$ cat src/rtl/bitslip_pkg.sv
package bitslip_pkg;

    // Words that the framing takes to settle after a slip, counted from the
    // accepting tick; the word on the accepting tick itself is still valid.
    localparam int unsigned SETTLE_WORDS_DEF = 4;

    // Slip control state
    typedef enum logic [0:0] {
        ALIGN_IDLE   = 1'b0,
        ALIGN_SETTLE = 1'b1
    } align_state_e;

    // Decoded event on a word tick
    typedef struct packed {
        logic accept;   // rising edge taken this tick
        logic wraps;    // the accepted slip returns the count to zero
    } slip_event_t;

    // Modulo increment used by the slip counter
    function automatic int unsigned wrap_next(input int unsigned cur,
                                              input int unsigned limit);
        return (cur + 1 >= limit) ? 0 : cur + 1;
    endfunction

endpackage

$ cat src/rtl/bitslip_phase.sv
module bitslip_phase #(
    parameter int unsigned FACTOR = 4
) (
    input  logic clk,
    input  logic rst,
    output logic tick
);
    localparam int unsigned PW = (FACTOR > 1) ? $clog2(FACTOR) : 1;
    localparam logic [PW-1:0] LAST = PW'(FACTOR - 1);

    logic [PW-1:0] ph_q;

    // Position of the current serial bit inside the word
    always_ff @(posedge clk) begin
        if (rst) begin
            ph_q <= '0;
        end else if (ph_q == LAST) begin
            ph_q <= '0;
        end else begin
            ph_q <= ph_q + 1'b1;
        end
    end

    assign tick = (ph_q == LAST);

endmodule

$ cat src/rtl/bitslip_ctrl.sv
module bitslip_ctrl
    import bitslip_pkg::*;
#(
    parameter int unsigned FACTOR       = 4,
    parameter int unsigned SETTLE_WORDS = SETTLE_WORDS_DEF
) (
    input  logic                       clk,
    input  logic                       rst,
    input  logic                       tick,
    input  logic                       slip_req,
    output logic [$clog2(FACTOR)-1:0]  slip_cnt,
    output logic                       slip_wrap,
    output logic                       word_ok
);
    localparam int unsigned CW = $clog2(FACTOR);
    localparam int unsigned LW = (SETTLE_WORDS > 2) ? $clog2(SETTLE_WORDS) : 1;

    logic          req_q;      // control level seen on the previous tick
    align_state_e  st_q;
    logic [LW-1:0] left_q;     // invalid words still to issue
    slip_event_t   ev;

    always_comb begin
        ev.accept = tick && slip_req && !req_q && (st_q == ALIGN_IDLE);
        ev.wraps  = (slip_cnt == CW'(FACTOR - 1));
    end

    always_ff @(posedge clk) begin
        if (rst) begin
            req_q     <= 1'b0;
            st_q      <= ALIGN_IDLE;
            left_q    <= '0;
            slip_cnt  <= '0;
            slip_wrap <= 1'b0;
        end else if (tick) begin
            req_q <= slip_req;
            if (ev.accept) begin
                slip_cnt  <= CW'(wrap_next(int'(slip_cnt), FACTOR));
                slip_wrap <= ev.wraps;
                st_q      <= ALIGN_SETTLE;
                left_q    <= LW'(SETTLE_WORDS - 1);
            end else if (st_q == ALIGN_SETTLE) begin
                if (left_q == LW'(1)) begin
                    st_q <= ALIGN_IDLE;
                end
                left_q <= left_q - 1'b1;
            end
        end
    end

    // The word issued on a tick is usable while no settling is in progress
    assign word_ok = (st_q == ALIGN_IDLE);

endmodule

$ cat src/rtl/bitslip_tapline.sv
module bitslip_tapline #(
    parameter int unsigned FACTOR = 4
) (
    input  logic                      clk,
    input  logic                      rst,
    input  logic                      ser_in,
    input  logic [$clog2(FACTOR)-1:0] slip_cnt,
    output logic                      dly_bit
);
    localparam int unsigned HW = FACTOR - 1;

    logic [HW-1:0]     hist_q;   // bit 0 is the most recent past bit
    logic [FACTOR-1:0] taps;

    generate
        if (HW > 1) begin : g_wide
            always_ff @(posedge clk) begin
                if (rst) hist_q <= '0;
                else     hist_q <= {hist_q[HW-2:0], ser_in};
            end
        end else begin : g_narrow
            always_ff @(posedge clk) begin
                if (rst) hist_q <= '0;
                else     hist_q <= ser_in;
            end
        end
    endgenerate

    // Tap s delays the stream by s bits
    assign taps    = {hist_q, ser_in};
    assign dly_bit = taps[slip_cnt];

endmodule

$ cat src/rtl/bitslip_gather.sv
module bitslip_gather #(
    parameter int unsigned FACTOR = 4
) (
    input  logic              clk,
    input  logic              rst,
    input  logic              tick,
    input  logic              dly_bit,
    input  logic              word_ok,
    output logic [FACTOR-1:0] par_word,
    output logic              par_valid,
    output logic              word_stb
);
    localparam int unsigned SW = FACTOR - 1;

    logic [SW-1:0] sh_q;   // earlier bits of the word being built

    generate
        if (SW > 1) begin : g_wide
            always_ff @(posedge clk) begin
                if (rst) sh_q <= '0;
                else     sh_q <= {sh_q[SW-2:0], dly_bit};
            end
        end else begin : g_narrow
            always_ff @(posedge clk) begin
                if (rst) sh_q <= '0;
                else     sh_q <= dly_bit;
            end
        end
    endgenerate

    always_ff @(posedge clk) begin
        if (rst) begin
            par_word  <= '0;
            par_valid <= 1'b0;
            word_stb  <= 1'b0;
        end else begin
            word_stb <= tick;
            if (tick) begin
                par_word  <= {sh_q, dly_bit};
                par_valid <= word_ok;
            end
        end
    end

endmodule

$ cat src/rtl/bitslip_realign.sv
module bitslip_realign
    import bitslip_pkg::*;
#(
    parameter int unsigned FACTOR       = 4,
    parameter int unsigned SETTLE_WORDS = SETTLE_WORDS_DEF
) (
    input  logic              clk,
    input  logic              rst,
    input  logic              ser_in,
    input  logic              slip_req,
    output logic [FACTOR-1:0] par_word,
    output logic              par_valid,
    output logic              word_stb,
    output logic              slip_wrap
);
    localparam int unsigned CW = $clog2(FACTOR);

    logic          tick;
    logic [CW-1:0] slip_cnt;
    logic          word_ok;
    logic          dly_bit;

    bitslip_phase #(.FACTOR(FACTOR)) u_phase (
        .clk  (clk),
        .rst  (rst),
        .tick (tick)
    );

    bitslip_ctrl #(.FACTOR(FACTOR), .SETTLE_WORDS(SETTLE_WORDS)) u_ctrl (
        .clk       (clk),
        .rst       (rst),
        .tick      (tick),
        .slip_req  (slip_req),
        .slip_cnt  (slip_cnt),
        .slip_wrap (slip_wrap),
        .word_ok   (word_ok)
    );

    bitslip_tapline #(.FACTOR(FACTOR)) u_tap (
        .clk      (clk),
        .rst      (rst),
        .ser_in   (ser_in),
        .slip_cnt (slip_cnt),
        .dly_bit  (dly_bit)
    );

    bitslip_gather #(.FACTOR(FACTOR)) u_gather (
        .clk       (clk),
        .rst       (rst),
        .tick      (tick),
        .dly_bit   (dly_bit),
        .word_ok   (word_ok),
        .par_word  (par_word),
        .par_valid (par_valid),
        .word_stb  (word_stb)
    );

endmodule

$ cat config.mk
export PLATFORM = sky130hd
export DESIGN_NAME = bitslip_realign
export DESIGN_NICKNAME = d
export VERILOG_FILES = /design/src/rtl/bitslip_pkg.sv /design/src/rtl/bitslip_phase.sv /design/src/rtl/bitslip_ctrl.sv /design/src/rtl/bitslip_tapline.sv /design/src/rtl/bitslip_gather.sv /design/src/rtl/bitslip_realign.sv
export SDC_FILE = /design/constraint.sdc
export NUM_CORES = 1
export LEC_CHECK = 0
export BUFFER_PORTS_ARGS = -buffer_cell sky130_fd_sc_hd__buf_2
export CAP_MARGIN = 20
export CORE_UTILIZATION = 50
export CTS_CLUSTER_SIZE = 40
export DETAILED_ROUTE_END_ITERATION = 8
export GPL_TIMING_DRIVEN = 0
export PLACE_DENSITY = 0.71
export SLEW_MARGIN = 20
export SYNTH_ARGS = -nofsm -noshare
export SYNTH_HDL_FRONTEND = slang
export SYNTH_SLANG_ARGS = --single-unit
$ cat constraint.sdc
create_clock -name clk -period 2.7 [get_ports clk]
set_input_delay 0.135 -clock clk [delete_from_list [all_inputs] [get_ports clk]]
set_output_delay 0.135 -clock clk [all_outputs]
set_load 0.005 [all_outputs]
* After elaboration in Yosys (flattened, before gate mapping)
Index checks and enable logic that the tools add are counted.
** Cells by class
- Equal/unequal tests :: 3
- $add $sub $neg :: 3
- Multiplexer cells :: 8
- Reduce and logical (&&, ||, !) cells :: 8
- Magnitude comparators :: 2
- Bitwise operators :: 1
** Operators with widths (number)
- $mux W2 :: 3
- $eq A2 B2 Y1 const B :: 2
- $mux W1 :: 4
- $reduce_and A2 Y1 :: 2
- $add A2 B1 Y3 const B :: 1
- $ge A3 B3 Y1 const B :: 1
- $logic_and A1 B1 Y1 :: 3
- $lt A2 B3 Y1 const B :: 1
- $add A2 B1 Y2 const B :: 1
- $bmux W1 S2 :: 1
- $eq A2 B1 Y1 const B :: 1
- $reduce_bool A2 Y1 :: 1
- $reduce_or A2 Y1 :: 1
- $sub A2 B1 Y2 const B :: 1
- $logic_not A1 Y1 :: 1
- $not A1 Y1 :: 1
** Word-level totals
- Flip-flop bits (word level) :: 21
- Input port bits :: 4
- Word-level logic and storage cells :: 36

* Logic depth before layout (Yosys ltp)
- Word-level depth :: 6
- Gate-level depth with buffers :: 5

* Cells and area by module
From an unflattened synthesis, not the netlist that was laid out.
** Unflattened totals
- Cell total of the unflattened synthesis :: 70
- Area total of the unflattened synthesis :: 782.0 µm²
** By module, submodules not included
- bitslip_ctrl :: times used 1, cells an instance 33, area each 315.3 µm², seq. area each 140.1 µm²
- bitslip_gather :: times used 1, cells an instance 25, area each 290.3 µm², seq. area each 180.2 µm²
- bitslip_tapline :: times used 1, cells an instance 7, area each 101.3 µm², seq. area each 60.1 µm²
- bitslip_phase :: times used 1, cells an instance 5, area each 75.1 µm², seq. area each 40.0 µm²

* Worst setup path after synthesis
OpenSTA, ideal clock, no wires.
- Path kind :: register to register
- Start point :: register u_ctrl.slip_cnt[0]
- End point :: register u_gather.par_word[0]
- Clock period less this slack :: 1.197 ns
- Library setup time :: 0.128 ns
- Arrival time :: 1.070 ns
- Cell stages (with the launch flop) :: 4
- Slack :: 1.503 ns
- Cell sequence :: dfxtp_1 > mux4_2 > mux2i_1 > nor2_1
** Between the ends
- Cells in the longest elaborated chain, start to end :: 2
** RTL lines
- from (decl) :: line bitslip_ctrl.sv:11 : output logic [$clog2(FACTOR)-1:0] slip_cnt,
- from (signal assigned) :: line bitslip_ctrl.sv:38 : slip_cnt <= CW'(wrap_next(int'(slip_cnt), FACTOR));
- $bmux W1 S2 :: line bitslip_tapline.sv:31 : assign dly_bit = taps[slip_cnt];
- $mux W1 (implied by the code) :: line bitslip_tapline.sv:31
- to (signal assigned) :: line bitslip_gather.sv:39 : par_word <= {sh_q, dly_bit};
- to (decl) :: line bitslip_gather.sv:9 : output logic [FACTOR-1:0] par_word,
No other way between the ends. The select of a mux whose other input is x is not followed.
A chain may end at the register's enable or synchronous reset.

* Worst setup path in the final report
- Start point :: register u_phase.ph_q[0]
- End point :: register u_ctrl.slip_cnt[0]
** Between the ends
- Cells in the longest elaborated chain, start to end :: 5
** RTL lines
- from (decl) :: line bitslip_phase.sv:11 : logic [PW-1:0] ph_q;
- from (signal assigned) :: line bitslip_phase.sv:20 : ph_q <= ph_q + 1'b1;
- $eq A2 B2 Y1 (*) :: line bitslip_phase.sv:24 : assign tick = (ph_q == LAST);
- named net tick :: line bitslip_realign.sv:18 : logic tick;
- $logic_and A1 B1 Y1 (3 in series) :: line bitslip_ctrl.sv:24 : ev.accept = tick && slip_req && !req_q && (st_q == ALIGN_IDLE);
- $reduce_and A2 Y1 (no line) (*)
The timed path passes the listed nets; every way through them passes the cells marked *.

==> flow_metrics.env <==
export IMPL_status="complete, no violations"
export IMPL_dieHeight_um=41.2
export IMPL_first_pass_iters=2
export IMPL_first_global_vias=438
export IMPL_tightest_slew_ns=0.466
export IMPL_p_sw_share_pct=22.6
export IMPL_worstSetupStartpoint="u_phase.ph_q[0]"
export IMPL_layout_drive_gt1_share_pct=19.3
export IMPL_fin_hold_ws_ns=0.0775
export IMPL_final_hold_viol_count=0
export IMPL_powerDensity_nw_per_um2=605
export IMPL_r2r_end="u_ctrl.slip_cnt[0]"
export IMPL_yosys_warnings=0
export IMPL_drc_errors=0
export IMPL_vias_per_cell=5.12
export IMPL_synthesis_area_um2=768
export IMPL_fin_worst_skew_ns=0.00178
export IMPL_cts_root_buffer="clkbuf_4"
export IMPL_grt_usage_pct=18.2
export IMPL_io_buffers=9
export IMPL_power_leakage_nw=0.358
export IMPL_io_pins=11
export IMPL_relSlewSlack_pct=68.9
export IMPL_synth_avg_cell_area_um2=11.0
export IMPL_final_cell_mix="dfxtp_1 (21), nor2_1 (11), buf_2 (10)"
export IMPL_fill_cells=111
export IMPL_fin_crit_sh_pct=48.2
export IMPL_ys_top_cells_by_area="dfxtp_1 (55%), mux2i_1 (12%), ha_1 (6.5%), nor2_1 (5.4%), nor2b_1 (4.9%)"
export IMPL_cts_resized=0
export IMPL_clk_path_buf_depth=2
export IMPL_ys_seq_area_share_pct=54.7
export IMPL_worstSetupPathType="flop to flop"
export IMPL_cts_hold_buf=0
export IMPL_rsz0062_at_grt="no"
export IMPL_finalNonFillerCells=98
export IMPL_reg2reg_depth=4
export IMPL_rows=13
export IMPL_synth_cell_types=20
export IMPL_ctsHtreeMaxLevel=1
export IMPL_layout_commonest_cell="dfxtp_1"
export IMPL_finalSetupViolations=0
export IMPL_areaGrowthSynthToFinish_pct=11.7
export IMPL_cts_setup_buffers=0
export IMPL_intPower_uw=402
export IMPL_seqCellArea_um2=420
export IMPL_ff2ff_setup_slack_ns=1.40
export IMPL_cp_required_ns=2.88
export IMPL_core_area_um2=1370
export IMPL_initial_core_util_pct=56.2
export IMPL_diodes=0
export IMPL_p_seq_share_pct=63.7
export IMPL_multi_input_area_um2=324
export IMPL_path_clk_slew_ns=0.11
export IMPL_antenna_found_initial=0
export IMPL_synthCells=70
export IMPL_place_congestion=0.600
export IMPL_num_vias=502
export IMPL_cp_arrival_ns=1.48
export IMPL_nets=92
export IMPL_synth_seq_cells=21
export IMPL_grt_pass1_wl_mm=1.97
export IMPL_clock_sinks=21
export IMPL_first_iter_violations=2
export IMPL_dieArea_um2=1700
export IMPL_end_kind="flop"
export IMPL_ant_nets=0
export IMPL_wl_per_cell_um=12.4
export IMPL_setup_slack_ns=1.40
export IMPL_yosys_area_top_type="dfxtp_1"
export IMPL_place_ws_ns=1.40
export IMPL_endpoint="u_ctrl.slip_cnt[0]"
export IMPL_grt_overflow=0
export IMPL_wl_mm=1.22
export IMPL_synth_nets=78
export IMPL_cp_max_fo=5
export IMPL_cap_violations=0
export IMPL_synth_top_area_share_pct=54.7
export IMPL_final_util_pct=62.8
export IMPL_layout_min_cycle_time_ns=1.30
export IMPL_post_place_cells=94
export IMPL_tns_ns=0
export IMPL_worstSetupStartpointType="flop"
export IMPL_place_hpwl_um=880
export IMPL_pwr_share_comb_pct=8.2
export IMPL_power_switching_uw=117
export IMPL_cts_tree="built"
export IMPL_hold_class="input port to flop"
export IMPL_timing_rr_start="u_phase.ph_q[0]"
export IMPL_worstSkewPairLatency_ns=0.29
export IMPL_die_x_um=41.2
export IMPL_numCtsBuffers=3
export IMPL_p_clk_share_pct=28.1
export IMPL_final_max_slew_viol_count=0
export IMPL_max_freq_mhz=768
export IMPL_vdd_ir_drop_max_mv=0.372
export IMPL_grt_max_degree=12
==> cell type report <==
class / instances / area share [%]
multi-input combinational: 43 / 37.8
inverter: 3 / 1.31
tap: 15 / 2.19
buffer: 3 / 1.46
clock buffer: 4 / 3.06
timing repair buffer: 9 / 5.25
sequential: 21 / 49.0
==> power groups by stage <==
stage	sequential (mW)	clock, mW	combinational [mW]
after floorplan	0.336	0	0.0309
after global placement	0.337	0	0.0410
after detailed placement	0.338	0	0.0428
after CTS	0.331	0.153	0.0429
after global routing	0.333	0.164	0.0480
final	0.331	0.146	0.0424
==> Yosys cell counts <==
cell and n:
ha_1 4, nand2b_1 1, a21boi_0 1, buf_2 1, nor3_1 1, mux2i_1 9, nor2_1 11, dfxtp_1 21
nand2_1 2, o21a_1 1, inv_1 3, clkbuf_1 2, a21oi_1 1, mux4_2 1, a31oi_1 1, o221a_2 1
and2_1 1, and4bb_2 1, nor3b_1 1, nor2b_1 6
==> registers in the layout, summed over array words and instances, names as in the netlist <==
register and flops:
u_gather.sh_q 3, u_tap.hist_q 3, u_ctrl.slip_wrap 1, u_ctrl.req_q 1, u_phase.ph_q 2, u_gather.word_stb 1, u_ctrl.st_q 1, u_gather.par_valid 1
u_ctrl.left_q 2, u_ctrl.slip_cnt 2, u_gather.par_word 4
==> kinds of logic (layout without fill, tap and decap cells) <==
logic type	Yosys count	in the layout	share of synthesized area, %
and+or+nand+nor	24	24	16.1
DFF	21	21	54.7
muxes	10	10	14.7
buffers and inverters	6	19	3.09
AOI/OAI and AO/OA	5	5	4.89
adders and majority gates	4	4	6.51
==> per-layer routing <==
| layer | track usage, % | vias to the layer above | part of all wire (%) |
|---|---|---|---|
| li1 | - | 260 | - |
| met1 | 25.0 | 235 | 49 |
| met2 | 27.0 | 5 | 47 |
| met3 | 3.26 | 2 | 3.0 |
| met4 | 9.68 | 0 | 0.49 |
| met5 | 0 | - | 0 |
==> worst min-delay path by stage <==
stage                                  to  cells after the start  slack [ns]   start
after floorplan           u_tap.hist_q[0]                      1        0.26  ser_in
after global placement    u_tap.hist_q[0]                      2        0.37  ser_in
after detailed placement  u_tap.hist_q[0]                      2        0.39  ser_in
after CTS                 u_tap.hist_q[0]                      2        0.07  ser_in
after global routing      u_tap.hist_q[0]                      2        0.08  ser_in
final                     u_tap.hist_q[0]                      2        0.08  ser_in
==> stage by stage <==
stage          power (mW)  cell area (um^2)
2_1_floorplan       0.367               768
3_3_place_gp        0.378               832
3_5_place_dp        0.380               832
4_1_cts             0.526               858
5_1_grt             0.545               858
6_report            0.519               858
==> worst max-delay path: stages (launching register included) <==
cell and delay [ns]:
dfxtp_1 0.36, ha_1 0.23, and4bb_2 0.33, mux2i_1 0.21
nor2_1 0.05
No activity file was read; power rests on OpenSTA's default activity.
